### config.mk
export PLATFORM = sky130hd
export DESIGN_NAME = lane_split_unit
export DESIGN_NICKNAME = d
export VERILOG_FILES = /design/src/rtl/lane_split_unit.sv
export SDC_FILE = /design/constraint.sdc
export NUM_CORES = 1
export LEC_CHECK = 0
export ABC_AREA = 1
export BUFFER_PORTS_ARGS = -buffer_cell sky130_fd_sc_hd__buf_2
export CAP_MARGIN = 10
export CORE_ASPECT_RATIO = 0.75
export CORE_MARGIN = 3
export CORE_UTILIZATION = 50
export CTS_CLUSTER_SIZE = 12
export DETAILED_ROUTE_END_ITERATION = 8
export GPL_ROUTABILITY_DRIVEN = 0
export HOLD_SLACK_MARGIN = 0.06
export MAX_ROUTING_LAYER = met4
export PLACE_DENSITY = 0.8
export SLEW_MARGIN = 5
export SYNTH_ARGS = -nofsm -noshare
export SYNTH_HDL_FRONTEND = slang
export SYNTH_SLANG_ARGS = --single-unit
### constraint.sdc
create_clock -name clk -period 2.5 [get_ports clk]
set_input_delay 0.375 -clock clk [delete_from_list [all_inputs] [get_ports clk]]
set_output_delay 0.375 -clock clk [all_outputs]
set_load 0.01 [all_outputs]
### src/rtl/lane_split_unit.sv
module lane_split_unit #(
  parameter int AW = 20
) (
  input  logic          clk,
  input  logic          rst_n,
  input  logic          cpu_req,
  input  logic          cpu_word,
  input  logic          cpu_wr,
  input  logic [AW-1:0] cpu_addr,
  input  logic [15:0]   cpu_wdata,
  output logic          cpu_done,
  output logic [15:0]   cpu_rdata,
  output logic          bus_req,
  input  logic          bus_done,
  output logic          bus_wr,
  output logic [AW-2:0] bus_waddr,
  output logic          bus_a0,
  output logic          bus_bhe_n,
  output logic [15:0]   bus_wdata,
  input  logic [15:0]   bus_rdata
);
  localparam int WA = AW - 1;

  typedef enum logic [1:0] {S_IDLE, S_FIRST, S_SECOND} st_t;

  st_t           st;
  logic          lat_word, lat_wr;
  logic [AW-1:0] lat_addr;
  logic [15:0]   lat_wdata;
  logic [7:0]    lo_keep;
  logic          done_q;
  logic [15:0]   rdata_q;

  wire odd    = lat_addr[0];
  wire split  = lat_word & odd;
  wire second = (st == S_SECOND);
  wire [7:0] lo_b = lat_wdata[7:0];
  wire [7:0] hi_b = lat_wdata[15:8];

  assign bus_req   = (st != S_IDLE);
  assign bus_wr    = lat_wr;
  assign bus_waddr = lat_addr[AW-1:1] + {{(WA-1){1'b0}}, second};
  assign bus_a0    = second ? 1'b0 : odd;
  assign bus_bhe_n = second ? 1'b1 : ~(lat_word | odd);
  assign bus_wdata = second ? {hi_b, hi_b} :
                     (lat_word && !odd) ? lat_wdata : {lo_b, lo_b};
  assign cpu_done  = done_q;
  assign cpu_rdata = rdata_q;

  always_ff @(posedge clk) begin
    if (!rst_n) begin
      st        <= S_IDLE;
      lat_word  <= 1'b0;
      lat_wr    <= 1'b0;
      lat_addr  <= '0;
      lat_wdata <= '0;
      lo_keep   <= '0;
      done_q    <= 1'b0;
      rdata_q   <= '0;
    end else begin
      done_q <= 1'b0;
      case (st)
        S_IDLE: if (cpu_req) begin
          lat_word  <= cpu_word;
          lat_wr    <= cpu_wr;
          lat_addr  <= cpu_addr;
          lat_wdata <= cpu_wdata;
          st        <= S_FIRST;
        end
        S_FIRST: if (bus_done) begin
          if (split) begin
            lo_keep <= bus_rdata[15:8];
            st      <= S_SECOND;
          end else begin
            rdata_q <= lat_word ? bus_rdata
                     : {8'h00, odd ? bus_rdata[15:8] : bus_rdata[7:0]};
            done_q  <= 1'b1;
            st      <= S_IDLE;
          end
        end
        S_SECOND: if (bus_done) begin
          rdata_q <= {bus_rdata[7:0], lo_keep};
          done_q  <= 1'b1;
          st      <= S_IDLE;
        end
        default: st <= S_IDLE;
      endcase
    end
  end


  req_hold_chk: assert property (@(posedge clk) disable iff (!rst_n)
    (bus_req && !bus_done) |=> (bus_req && $stable(bus_waddr) &&
                                $stable(bus_a0) && $stable(bus_bhe_n)));


  done_pulse_chk: assert property (@(posedge clk) disable iff (!rst_n)
    cpu_done |=> !cpu_done);


  done_after_bus_chk: assert property (@(posedge clk) disable iff (!rst_n)
    cpu_done |-> $past(bus_done));


  split_order_chk: assert property (@(posedge clk) disable iff (!rst_n)
    (bus_req && bus_done && lat_word && bus_a0) |=>
      (bus_req && !bus_a0 && bus_bhe_n));


  bank_enabled_chk: assert property (@(posedge clk) disable iff (!rst_n)
    bus_req |-> !(bus_a0 && bus_bhe_n));


  start_from_req_chk: assert property (@(posedge clk) disable iff (!rst_n)
    $rose(bus_req) |-> $past(cpu_req));
endmodule

==> impl_metrics.json <==
{
  "timing.critical_path.buf_inv": 2,
  "p_per_area_mw_per_mm2": 655.1,
  "synth_top_flop_cell": "dfxtp_1",
  "drc_errors": 0,
  "max_stage_delay_ns": 0.35,
  "synth_common_cells": "111 x nor2_1, 91 x nand2_1, 70 x o21ai_0",
  "async_flop_share_pct": 0,
  "io_pins": 114,
  "dr.pass1.iters": 6,
  "synth_seq_cells": 65,
  "whs_ns": 0.2798,
  "final_antenna_net_count": 0,
  "synthXorXnorAreaFrac_pct": 3.479,
  "syn_nets": 559,
  "clkSinkCount": 65,
  "dpl_worst_slack_ns": 0.2953,
  "areaGrowthSynthToFinish_pct": 26.22,
  "maxCapViolCount": 0,
  "grt_max_degree": 35,
  "port_buffers": 113,
  "core_area_mm2": 0.006066,
  "rows": 24,
  "fillers": 517,
  "outcome": "finished clean",
  "fin_crit_ns": 2.377,
  "gr-total-overflow": 0,
  "hold_viol": 0,
  "slew_violations": 0,
  "cts_hold_buf": 0,
  "grt_pass1_wl_um": 14580,
  "path_cells": "inv_2 > ha_1 > ha_2 > ha_4 > nand3_4 > nor2_4 > nand3_1 > xnor2_1 > buf_2",
  "power.internal_mw": 1.895,
  "yosysTopAreaCell": "dfxtp_1",
  "p_switching_mw": 0.8115,
  "avgRoutedWirePerCell_um": 13.07,
  "cp-start-kind": "flip-flop",
  "die_width_um": 99.43,
  "synth_edf_count": 0,
  "synthAdderAreaFrac_pct": 2.294,
  "tritoncts": "done",
  "tns_ns": 0,
  "crit_path_end_kind": "output pin",
  "final_area_mm2": 0.004131,
  "skew_ns": 0.005813,
  "drt-initial-drc-count": 248,
  "first_global_vias": 3112,
  "rsz0062_at_grt": "false",
  "busiest_layer": "met2",
  "switching_share_pct": 29.98,
  "synth_top_area_share_pct": 39.76,
  "synth.most_common_cell": "nor2_1",
  "place_area_mm2": 0.003854,
  "synth-compound-area-share_pct": 18.46,
  "period_share_pct": 95.08,
  "comb_power_share_pct": 20.3,
  "htree_levels": 3,
  "seq_power_share_pct": 44.0,
  "die-area_mm2": 0.007563,
  "max_freq_mhz": 420.7,
  "antenna_found_initial": 0,
  "drive_gt1_share_pct": 25.25,
  "placed_cells": 667,
  "use_met3_pct": 6.038,
  "yosysWarnings": 0,
  "stdcell_count": 684,
  "start_util_pct": 53.96,
  "pwr-share-clk_pct": 35.7,
  "synthCells": 495,
  "clk_pin_slew_worst_paths_ns": 0.07,
  "antennaDiodeCount": 0,
  "path_delay_family": "adder cells",
  "critical-path-slowest-cell": "dfxtp_1",
  "synth_seq_area_share_pct": 39.76,
  "synth_cell_types": 23,
  "synth_area_mm2": 0.003273,
  "synth_top_family_by_area": "simple AND/OR/NAND/NOR gates",
  "cts_max_path_buffers": 2,
  "synth-simple-area-share_pct": 27.29,
  "synth_mux_area_share_pct": 0,
  "cts_root_buffer": "clkbuf_8",
  "cp.required_ns": 2.12,
  "vdd_drop_max_v": 0.0004561,
  "synthTopCellsByArea": "dfxtp_1 40%, nor2_1 13%, o21ai_0 11%",
  "p_leak_nw": 1.995,
  "setup_viol": 0,
  "grt_use_met2_pct": 36.06,
  "vias": 3510,
  "wl_um": 8937,
  "crit_fanout": 4,
  "hold_path_class": "input port to flip-flop",
  "grt_use_met1_pct": 32.15,
  "worst_slew_pin_slew_ns": 0.8186,
  "avgViaCountPerCell": 5.132,
  "cts_buffers": 9,
  "setup_slack_ns": 0.1230,
  "grt_util_all_layers_pct": 24.07,
  "criticalPathCategory": "flip-flop to output pin",
  "hpwlAfterDp_um": 6351,
  "cp.arrival_ns": 2.00,
  "final_nets": 665,
  "slew_headroom_pct": 45.37,
  "die_y_um": 76.07,
  "clock_latency_ns": 0.35,
  "syn_area_per_cell_um2": 6.612
}
-- worst reg2reg max path, cell delays in order (launching register included) --
cell	delay (ns)
dfxtp_1	0.35
inv_2	0.09
ha_1	0.17
buf_4	0.35
inv_2	0.12
nand2_2	0.09
nand2_1	0.08
nor2_4	0.44
nand2_1	0.10
nor2_1	0.14
nor2_1	0.05
-- per-layer routing --
layer / part of all wire (%) / up-vias
met4: 1.3 / 0
li1: - / 1788
met1: 46 / 1566
met3: 7.2 / 13
met5: 0 / -
met2: 46 / 143
-- state kept, by name, summed over array words and instances, names as in the netlist --
register,cells
st,2
cpu_rdata,16
bus_wr,1
cpu_done,1
lat_wdata,16
lo_keep,8
lat_word,1
lat_addr,20
-- repair_timing --
| item | in CTS | in global routing |
|---|---|---|
| pin swaps | 0 | 1 |
| buffers inserted | 0 | 1 |
| resized for setup | 4 | 10 |
| setup endpoints to repair | 3 | 14 |
| cloned | 0 | 0 |
-- path summary, 6_finish.rpt --
check                      from            end  slack (ns)  cells past startpoint
hold / removal    cpu_wdata[10]  lat_wdata[10]        0.28                      3
setup / recovery          st[0]  bus_waddr[14]        0.12                      9
hold reg to reg    cpu_rdata[9]   cpu_rdata[9]        0.46                      2
setup reg to reg          st[0]   cpu_rdata[4]        0.43                     10
-- kinds of logic (layout without fill, tap and decap cells) --
logic type      after synthesis  after routing
buf+inv                      68            179
fa+ha+maj                     6              6
flops                        65             65
xor+xnor                     13             13
simple gates                225            225
compound gates              118            118
-- layout make-up --
| class | instances | area (um^2) | share of cell area (%) |
|---|---|---|---|
| Clock buffer | 10 | 127.6 | 3.089 |
| Clock inverter | 6 | 82.58 | 1.999 |
| Inverter | 44 | 165.2 | 3.998 |
| Multi-Input combinational cell | 362 | 1734 | 41.97 |
| Sequential cell | 65 | 1301 | 31.50 |
| Tap cell | 78 | 97.59 | 2.362 |
| Timing Repair Buffer | 119 | 623.1 | 15.08 |
-- stage by stage --
stage / total power, mW / utilization, %
4_1_cts: 2.704 / 67.33
6_report: 2.706 / 68.11
5_1_grt: 2.854 / 68.11
2_1_floorplan: 1.540 / -
3_3_place_gp: 1.730 / 63.53
3_5_place_dp: 1.744 / 63.53
-- power by group through the flow --
stage	clock (mW)	combinational, mW	sequential [mW]
6_report	0.966	0.550	1.19
4_1_cts	0.977	0.540	1.19
3_5_place_dp	0	0.535	1.21
2_1_floorplan	0	0.340	1.20
5_1_grt	1.04	0.616	1.20
3_3_place_gp	0	0.525	1.21
-- cell usage in the layout, fill, tap and decap left out, types with 4 or more instances in the layout --
cell type | netlist | routed
buf_2 | 6 | 113
nor2_1 | 111 | 108
nand2_1 | 91 | 90
o21ai_0 | 70 | 69
dfxtp_1 | 65 | 65
inv_1 | 39 | 37
a21oi_1 | 25 | 25
o21ai_1 | 20 | 21
nand3_1 | 18 | 17
clkbuf_8 | 0 | 9
xnor2_1 | 7 | 7
inv_2 | 4 | 6
xor2_1 | 6 | 6
buf_4 | 2 | 5
nor2_4 | 2 | 4
ha_1 | 6 | 4
No activity file was read; power rests on OpenSTA's default activity.
